$ cat config.mk
export PLATFORM = sky130hd
export DESIGN_NAME = pgbuf_ctrl
export DESIGN_NICKNAME = d
export VERILOG_FILES = /design/src/rtl/pgbuf_pkg.sv /design/src/rtl/pgbuf_store.sv /design/src/rtl/pgbuf_seq.sv /design/src/rtl/pgbuf_ctrl.sv
export SDC_FILE = /design/constraint.sdc
export NUM_CORES = 2
export LEC_CHECK = 0
export BUFFER_PORTS_ARGS = -buffer_cell sky130_fd_sc_hd__buf_4
export CAP_MARGIN = 10
export CORE_UTILIZATION = 45
export CTS_CLUSTER_DIAMETER = 50
export DETAILED_ROUTE_END_ITERATION = 16
export GPL_TIMING_DRIVEN = 0
export SYNTH_ARGS = -nofsm -noshare
export SYNTH_HDL_FRONTEND = slang
export SYNTH_SLANG_ARGS = --single-unit
$ cat constraint.sdc
create_clock -name clk -period 6.7 [get_ports clk]
set_clock_uncertainty 0.2 [all_clocks]
set_input_delay 1.34 -clock clk [delete_from_list [all_inputs] [get_ports clk]]
set_output_delay 1.34 -clock clk [all_outputs]
set_load 0.01 [all_outputs]
$ cat src/rtl/pgbuf_pkg.sv
package pgbuf_pkg;
  typedef enum logic [2:0] {
    PB_IDLE,
    PB_SEQ,
    PB_SGL,
    PB_FLUSH_ARM,
    PB_CLEAR_ARM,
    PB_COPY_ARM,
    PB_COPY,
    PB_PROG
  } pb_state_e;
endpackage

$ cat src/rtl/pgbuf_store.sv
module pgbuf_store #(
  parameter int WORDS = 128,
  localparam int IW = $clog2(WORDS)
) (
  input  logic          clk,
  input  logic          rst_n,
  input  logic          st_we,
  input  logic [IW-1:0] st_idx,
  input  logic [1:0]    st_ben,
  input  logic [15:0]   st_wdata,
  input  logic          st_clr,
  input  logic [IW-1:0] rd_idx,
  output logic [15:0]   rd_word,
  output logic [1:0]    rd_bvld
);
  // one storage lane per byte of the word
  for (genvar b = 0; b < 2; b++) begin : g_lane
    logic [7:0]       mem [WORDS];
    logic [WORDS-1:0] vld;
    logic             lane_we;

    assign lane_we = st_we && st_ben[b];

    always_ff @(posedge clk) begin
      if (lane_we) mem[st_idx] <= st_wdata[b*8 +: 8];
    end

    always_ff @(posedge clk or negedge rst_n) begin
      if (!rst_n)       vld <= '0;
      else if (st_clr)  vld <= '0;
      else if (lane_we) vld[st_idx] <= 1'b1;
    end

    assign rd_bvld[b]         = vld[rd_idx];
    assign rd_word[b*8 +: 8]  = vld[rd_idx] ? mem[rd_idx] : 8'hFF;
  end
endmodule

$ cat src/rtl/pgbuf_seq.sv
module pgbuf_seq
  import pgbuf_pkg::*;
#(
  parameter int WORDS = 128,
  localparam int IW = $clog2(WORDS),
  localparam int AW = IW + 1
) (
  input  logic          clk,
  input  logic          rst_n,
  input  logic          byte_mode,
  input  logic          cmd_seq_load,
  input  logic          cmd_single_load,
  input  logic          cmd_flush,
  input  logic          cmd_clear,
  input  logic          cmd_copy,
  input  logic          cmd_confirm,
  input  logic          data_wr,
  input  logic [AW-1:0] wr_addr,
  input  logic [15:0]   wr_data,
  input  logic [15:0]   arr_data,
  input  logic          prog_done,
  output logic          st_we,
  output logic [IW-1:0] st_idx,
  output logic [1:0]    st_ben,
  output logic [15:0]   st_wdata,
  output logic          st_clr,
  output logic          prog_req,
  output logic          seq_err,
  output logic          arr_rd_en,
  output logic [IW-1:0] arr_col
);
  localparam logic [AW-1:0] LAST_W = AW'(WORDS - 1);
  localparam logic [AW-1:0] LAST_B = AW'(2 * WORDS - 1);
  localparam logic [IW-1:0] LAST_C = IW'(WORDS - 1);

  pb_state_e     st_q, st_d;
  logic [AW-1:0] cnt_q, cnt_d;
  logic          err_q, err_d;

  logic          any_setup, any_other, in_order, last_load;
  logic [IW-1:0] w_idx;
  logic [1:0]    w_ben;
  logic [15:0]   w_dat;

  assign any_setup = cmd_seq_load | cmd_single_load | cmd_flush | cmd_clear | cmd_copy;
  assign any_other = any_setup | data_wr;
  assign w_idx     = byte_mode ? wr_addr[AW-1:1] : wr_addr[IW-1:0];
  assign w_ben     = byte_mode ? (wr_addr[0] ? 2'b10 : 2'b01) : 2'b11;
  assign w_dat     = byte_mode ? {2{wr_data[7:0]}} : wr_data;
  assign in_order  = byte_mode ? (wr_addr == cnt_q) : (wr_addr[IW-1:0] == cnt_q[IW-1:0]);
  assign last_load = byte_mode ? (cnt_q == LAST_B) : (cnt_q == LAST_W);

  always_comb begin
    st_d     = st_q;
    cnt_d    = cnt_q;
    err_d    = err_q;
    st_we    = 1'b0;
    st_idx   = w_idx;
    st_ben   = w_ben;
    st_wdata = w_dat;
    st_clr   = 1'b0;
    unique case (st_q)
      PB_IDLE: begin
        if (cmd_seq_load) begin
          st_d = PB_SEQ; cnt_d = '0; err_d = 1'b0; st_clr = 1'b1;
        end else if (cmd_single_load) st_d = PB_SGL;
        else if (cmd_flush)           st_d = PB_FLUSH_ARM;
        else if (cmd_clear)           st_d = PB_CLEAR_ARM;
        else if (cmd_copy)            st_d = PB_COPY_ARM;
      end
      PB_SEQ: begin
        if (data_wr) begin
          if (in_order) begin
            st_we = 1'b1;
            cnt_d = cnt_q + 1'b1;
            if (last_load) st_d = PB_PROG;
          end else begin
            err_d = 1'b1; st_clr = 1'b1; st_d = PB_IDLE;
          end
        end
      end
      PB_SGL: begin
        if (data_wr) begin
          st_we = 1'b1; st_d = PB_IDLE;
        end else if (any_setup || cmd_confirm) st_d = PB_IDLE;
      end
      PB_FLUSH_ARM: begin
        if (cmd_confirm)    st_d = PB_PROG;
        else if (any_other) st_d = PB_IDLE;
      end
      PB_CLEAR_ARM: begin
        if (cmd_confirm) begin
          st_clr = 1'b1; st_d = PB_IDLE;
        end else if (any_other) st_d = PB_IDLE;
      end
      PB_COPY_ARM: begin
        if (cmd_confirm) begin
          st_d = PB_COPY; cnt_d = '0;
        end else if (any_other) st_d = PB_IDLE;
      end
      PB_COPY: begin
        st_we    = 1'b1;
        st_idx   = cnt_q[IW-1:0];
        st_ben   = 2'b11;
        st_wdata = arr_data;
        cnt_d    = cnt_q + 1'b1;
        if (cnt_q[IW-1:0] == LAST_C) st_d = PB_IDLE;
      end
      PB_PROG: begin
        if (prog_done) begin
          st_clr = 1'b1; st_d = PB_IDLE;
        end
      end
      default: st_d = PB_IDLE;
    endcase
  end

  always_ff @(posedge clk or negedge rst_n) begin
    if (!rst_n) begin
      st_q  <= PB_IDLE;
      cnt_q <= '0;
      err_q <= 1'b0;
    end else begin
      st_q  <= st_d;
      cnt_q <= cnt_d;
      err_q <= err_d;
    end
  end

  assign prog_req  = (st_q == PB_PROG);
  assign arr_rd_en = (st_q == PB_COPY);
  assign arr_col   = cnt_q[IW-1:0];
  assign seq_err   = err_q;


  prog_hold_chk: assert property (@(posedge clk) disable iff (!rst_n)
    prog_req && !prog_done |=> prog_req);

  prog_drop_chk: assert property (@(posedge clk) disable iff (!rst_n)
    prog_req && prog_done |=> !prog_req);

  err_noprog_chk: assert property (@(posedge clk) disable iff (!rst_n)
    $rose(seq_err) |-> !prog_req);

  err_hold_chk: assert property (@(posedge clk) disable iff (!rst_n)
    seq_err && !cmd_seq_load |=> seq_err);

  copy_col_chk: assert property (@(posedge clk) disable iff (!rst_n)
    arr_rd_en && $past(arr_rd_en) |-> arr_col == IW'($past(arr_col) + 1'b1));

  copy_excl_chk: assert property (@(posedge clk) disable iff (!rst_n)
    arr_rd_en |-> !prog_req);
endmodule

$ cat src/rtl/pgbuf_ctrl.sv
module pgbuf_ctrl #(
  parameter int WORDS = 128,
  localparam int IW = $clog2(WORDS),
  localparam int AW = IW + 1
) (
  input  logic          clk,
  input  logic          rst_n,
  input  logic          byte_mode,
  input  logic          cmd_seq_load,
  input  logic          cmd_single_load,
  input  logic          cmd_flush,
  input  logic          cmd_clear,
  input  logic          cmd_copy,
  input  logic          cmd_confirm,
  input  logic          data_wr,
  input  logic [AW-1:0] wr_addr,
  input  logic [15:0]   wr_data,
  output logic          arr_rd_en,
  output logic [IW-1:0] arr_col,
  input  logic [15:0]   arr_data,
  output logic          prog_req,
  input  logic          prog_done,
  output logic          seq_err,
  input  logic [IW-1:0] rd_idx,
  output logic [15:0]   rd_word,
  output logic [1:0]    rd_bvld
);
  logic          st_we, st_clr;
  logic [IW-1:0] st_idx;
  logic [1:0]    st_ben;
  logic [15:0]   st_wdata;

  pgbuf_seq #(.WORDS(WORDS)) u_seq (
    .clk, .rst_n, .byte_mode,
    .cmd_seq_load, .cmd_single_load, .cmd_flush, .cmd_clear, .cmd_copy, .cmd_confirm,
    .data_wr, .wr_addr, .wr_data, .arr_data, .prog_done,
    .st_we, .st_idx, .st_ben, .st_wdata, .st_clr,
    .prog_req, .seq_err, .arr_rd_en, .arr_col
  );

  pgbuf_store #(.WORDS(WORDS)) u_store (
    .clk, .rst_n, .st_we, .st_idx, .st_ben, .st_wdata, .st_clr,
    .rd_idx, .rd_word, .rd_bvld
  );
endmodule

* After elaboration in Yosys (flattened, before gate mapping)
Memory sizes are Yosys's and may differ from the RTL's.
Cells that the tools add are included.
** Word-level totals
- Register bits after elaboration :: 268
- Bits in writable memories :: 2048
- Output and inout bits :: 28
- Word-level logic and storage cells :: 113
- Memories :: 2
** Operators by class
- Add/subtract/negate cells :: 1
- Magnitude comparators :: 3
- Equal/unequal tests :: 22
- Muxes and demuxes :: 61
- Bitwise logic cells :: 7
- Reduce and logical (&&, ||, !) cells :: 12
** Memories
- u_store.g_lane[0].mem :: depth 128, width 8, read ports 1, clocked after memory_dff 0, wr ports 1, line pgbuf_store.sv:18 : logic [7:0] mem [WORDS];
- u_store.g_lane[1].mem :: depth 128, width 8, read ports 1, clocked after memory_dff 0, wr ports 1, line pgbuf_store.sv:18
** Operators by type and width (number)
- $mux 128 :: 4
- $or 128x128->128 :: 2
- $mux 3 :: 16
- $mux 8 :: 6
- $mux 16 :: 2
- $pmux 8 s4 :: 1
- $pmux 3 s8 :: 1
- $mux 1 :: 20
- $lt 7x8->1 const B :: 2
- $bmux 1 s7 :: 2
- $mux 7 :: 2
- $eq 3x3->1 const B :: 4
- $add 8x1->8 const B :: 1
- $eq 8x7->1 const B :: 1
- $eq 8x8->1 :: 1
- $eq 8x8->1 const B :: 1
- $ne 2x2->1 const B :: 4
- $demux 1 s7 :: 1
- $eq 7x7->1 :: 1
- $eq 7x7->1 const B :: 1
- $ge 7x1->1 const B :: 1
- $eq 3x2->1 const B :: 2
- $mux 2 :: 3
- $ne 2x1->1 const B :: 3
- 16 further kinds :: 24

* Logic depth before layout (Yosys ltp)
- Depth in word-level cells :: 9
- Gate-level depth with buffers :: 13
- Gate-level depth less buffers :: 6

* Modules after synthesis
A second synthesis with hierarchy kept.
** Unflattened totals
- Cells, all modules :: 4850
- Area, all modules :: 92099.6 um2
** Modules (own cells, without submodules)
- pgbuf_store :: instances 1, cells each 4634, area each 90465.5 um2, sequential area each 67905.1 um2
- pgbuf_seq :: instances 1, cells each 216, area each 1634.1 um2, sequential area each 300.3 um2

* Worst setup path after synthesis
OpenSTA, ideal clock, no wires.
- Path kind :: input to register
- From :: in byte_mode
- To :: mem u_store.g_lane[1].mem[0][3], data pin
- Library setup time :: 0.892 ns
- Arrival :: 5.366 ns
- Data required time :: 5.608 ns
- Slack :: 0.242 ns
- Stages on the path :: 4
- Buffers on the path :: 2
- Cells stage by stage :: buf_2 > buf_2 > mux2i_1 > a21oi_1
** On the way
- Cells in the longest elaborated chain, start to end :: 2
** RTL lines
- from (decl) :: line pgbuf_ctrl.sv:8 : input logic byte_mode,
- $mux 16 :: line pgbuf_seq.sv:49 : assign w_dat = byte_mode ? {2{wr_data[7:0]}} : wr_data;
- $mux 16 :: line pgbuf_seq.sv:62 : unique case (st_q)
- net st_wdata[11] :: line pgbuf_ctrl.sv:31 : logic [15:0] st_wdata;
- to (decl) :: line pgbuf_store.sv:18
The timed path passes the listed nets, and every way through them passes these cells.

* Final worst setup path
- From :: in rd_idx[3]
- To :: out rd_word[14]
** On the way
- Cells in the longest elaborated chain, start to end :: 3
** RTL lines
- from (decl) :: line pgbuf_ctrl.sv:24 : input logic [IW-1:0] rd_idx,
- $bmux 1 s7 :: line pgbuf_store.sv:35 : assign rd_word[b*8 +: 8] = vld[rd_idx] ? mem[rd_idx] : 8'hFF;
- $mux 1 (implied by the code) :: line pgbuf_store.sv:35
- $mux 8 * :: line pgbuf_store.sv:35
- to (decl) :: line pgbuf_ctrl.sv:25 : output logic [15:0] rd_word,
Mark *: on every way between the ends. The rest lies on a longest branch, timed or not. The select of a mux whose other input is x is not followed.

==> results by group <==
Drt
  • Vias: between 50000 and 60000
  • Drc violations: 0
  • Initial drt markers: around 11000
  • Top layer in use: met5
  • Detail Route met3 WL: 55820 um
  • M1 WL: 138900 um
  • Final wirelength: 391400 um
  • Final ANT Viol Nets: 0
  • WL met2: 162300 um
  • Detailed Routing Iterations Pass 1: 6
  • Avg WL per Cell: 47.83 um
  • Routed vias/inst: 6.944

CTS
  • H-tree Lvls: 4
  • CTS Buf Count: 240
  • Worst-path clk slew: 0.06 ns
  • Clk root buf: clkbuf_16
  • Worst skew pair latency: 0.90 ns
  • Hold Buf Count CTS: 0
  • Maximum clock path buffer count: 3
  • Clock sinks: approximately 2300
  • CTS tree: yes

Worst setup path
  • FF-to-FF End: u_store.g_lane[0].mem[40][2]
  • Worst Setup End Kind: primary output
  • R2R setup slack: 0.73 ns
  • Critical Path Sink: rd_word[14]
  • Worst Path Max Fanout: 10
  • Worst R2R Start: u_seq.st_q[2]
  • Worst-case reg-to-reg path depth: 8
  • CP Launch Point: rd_idx[3]
  • CP startpoint kind: input pin
  • CP Class: in2out
  • Worst Path Required: 5.16 ns
  • Worst EP arrival: 5.45 ns

GRT
  • Vias in the first global route: 53390
  • First-pass GRT wire length: about 500000 um
  • GR Overflow Total: 0
  • Initial antenna violation count: 26
  • Pin count of the biggest net entering global routing: 106
  • GRT Overall Usage: a little under two fifths

Yosys
  • Synth top area cells: edfxtp_1, mux4_2, dfrtp_1
  • Mapped Cells: just under 5000
  • Seq/Total Area, Yosys: around 73%
  • Distinct cells, synth: between 70 and 80
  • Top_reg_cell synth: edfxtp_1
  • Post-synth EDFFs: about 2000
  • Synth Cell Area: roughly 0.093 mm2
  • Most instantiated library cell after synthesis: edfxtp_1
  • Post-synth top cells: edfxtp_1, mux4_2, nor2_1, dfrtp_1, nand2_1
  • Syn nets: between 4000 and 5000
  • Post-Syn Area per Cell: between 15 and 20 um2
  • Synth Warn #: 0
  • Flops & latches, synth: roughly 2300
  • Synth top area share: between 60% and 70%
  • Synth area leader: edfxtp_1
  • Async set-reset flop share out of synthesis: between 10% and 20%

Layout
  • Fin nets: 5339
  • Fraction of layout cells with a size suffix above 1: 27.04%
  • Area grow syn2layout: 15.53%
  • Finished Cell Area: 0.1074 mm2
  • Post-route insts no fill: 8182

Timing
  • Slew HR: -4.087%
  • Final setup viols: 13
  • RSZ-0062 raised after global routing: true
  • Final hold viol count: 0
  • Slew Viols, Final: 11
  • Minimum clock period: ~7 ns
  • Worst-margin pin slew: about 1.6 ns
  • Final worst slack: -0.2905 ns
  • Max Clock Freq: 143.1 MHz
  • Final Cycle Share: 104.3%

Die
  • Row cnt: 166
  • I/O pin count: 86
  • Core Area: 0.2050 mm2
  • Initial Util: about 45%
  • Die H: around 460 um
  • Full die area: 0.2085 mm2
  • Die Wd: 456.6 um

Power and ir drop
  • Net Sw Power: roughly 0.009 W
  • Flop pwr share: about half
  • Sw Share: a little over a quarter
  • Clock Power Share: 39.8%
  • Worst vdd ir: 0.2116 mV
  • PwrDens: 309.5 mW/mm2
  • Part of the power in combinational logic: 11.8%
  • Leakage power: around 36 nW
  • Internal power: ~0.024 W

Run
  • Max cap viols: 2

Run status
  • Outcome: finished with violations
  • Failing checks: max-capacitance violations, max-slew violations, negative setup slack

Worst hold path
  • Min-Delay Path Class: in2async

Placed design
  • Pre-CTS WS: -1.639 ns
  • # placed instances: 7715
  • Post-DP Area: 0.09915 mm2
  • IO Port Bufs: 80
  • Routability Congestion: 1.034
  • DP HPWL: 267500 um
per-stage QoR:
step / hold WS, ns / setup TNS [ns] / total power (W) / utilization [%]
final: 0.1514 / -1.707 / 0.03325 / 52.41
after global routing: 0.1971 / -0.03998 / 0.03366 / 52.40
after CTS: 0.1454 / 0 / 0.03298 / 52.32
after detailed placement: 0.2696 / -24.73 / 0.02009 / 48.37
after global placement: 0.2607 / -4198.32 / 0.02005 / 47.30
after floorplan: 0.2452 / 0 / 0.01813 / -
critical path, stage by stage:
cell and delay, ns:
buf_2 0.38, buf_1 0.68, clkbuf_1 0.81, clkbuf_1 0.61
buf_8 0.26, a21oi_1 0.11, a221oi_1 0.57, o221ai_1 0.36
buf_4 0.28
how the worst min path moves through the flow:
stage | start | end | slack, ns | cells after the start
finish | rst_n | u_store.g_lane[0].vld[117] | 0.15 | 1
global route | rst_n | u_store.g_lane[0].vld[111] | 0.20 | 1
CTS | rst_n | u_store.g_lane[0].vld[110] | 0.15 | 1
detailed placement | u_store.g_lane[0].vld[96] | u_store.g_lane[0].vld[96] | 0.27 | 2
global placement | u_store.g_lane[0].vld[16] | u_store.g_lane[0].vld[16] | 0.26 | 2
floorplan | u_store.g_lane[0].vld[105] | u_store.g_lane[0].vld[105] | 0.25 | 2
layout make-up:
class	instances	area, um2
fill	16140	97560
antenna	13	32.53
clock inverter	152	1398
clock buffer	291	6238
buffer	328	2211
timing repair buffer	198	2683
inverter	9	36.28
tap	2688	3363
multi-input combinational	2187	23270
sequential	2316	68210
metal layers:
| metal | global-route usage (%) | vias to the layer above |
|---|---|---|
| li1 | - | 20660 |
| met1 | 48.91 | 30200 |
| met2 | 52.10 | 4828 |
| met3 | 13.73 | 1104 |
| met4 | 26.26 | 22 |
| met5 | 0.6200 | - |
cell families after synthesis:
| family | after synthesis | synth area share (%) |
|---|---|---|
| buf+inv | 340 | 2.021 |
| flops | 2316 | 73.34 |
| xor+xnor | 9 | 0.08477 |
| mux | 777 | 16.48 |
| compound gates | 536 | 4.001 |
| simple gates | 864 | 4.055 |
| fa+ha+maj | 1 | 0.01345 |
state kept, by name, indices dropped and copies added (netlist names):
signal and cells:
u_seq.st_q 3, u_store.g_lane.mem 2048, u_store.g_lane.vld 256, u_seq.cnt_q 8, u_seq.seq_err 1
cell usage in the layout, fill, tap and decap left out, types with 12 or more instances in the layout:
cell	instances
a22o_1	77
buf_16	25
nor2b_1	21
buf_8	43
clkinv_1	58
clkinv_2	40
nor2_2	28
o22ai_1	15
nand2_1	161
and3_1	14
a31oi_1	31
o21ai_0	50
nor4_1	12
buf_2	57
clkbuf_2	27
dfrtp_1	268
buf_1	19
a22oi_1	34
a21oi_1	130
mux2i_1	137
a211oi_1	27
clkbuf_1	134
diode_2	13
clkbuf_16	241
mux2_2	32
nand3_1	48
buf_12	32
nand2b_1	17
mux4_2	600
nor2_1	442
nor3_1	28
buf_4	145
a221oi_1	19
buf_6	79
bufinv_16	16
nand4_1	32
o21a_1	58
edfxtp_1	2048
what timing repair did:
action	4_1_cts	5_1_grt
gates resized for setup	140	10
gates cloned	0	0
pin swaps	2	0
setup buffers	4	0
endpoints found under the setup margin	18	8
power by group through the flow:
| stage | clock network (W) | registers [W] | logic (W) |
|---|---|---|---|
| final | 0.0132 | 0.0161 | 0.00391 |
| after global routing | 0.0137 | 0.0161 | 0.00388 |
| after CTS | 0.0132 | 0.0161 | 0.00372 |
| after detailed placement | 0 | 0.0164 | 0.00368 |
| after global placement | 0 | 0.0166 | 0.00343 |
| after floorplan | 0 | 0.0165 | 0.00164 |
No activity file was read; power rests on OpenSTA's default activity.
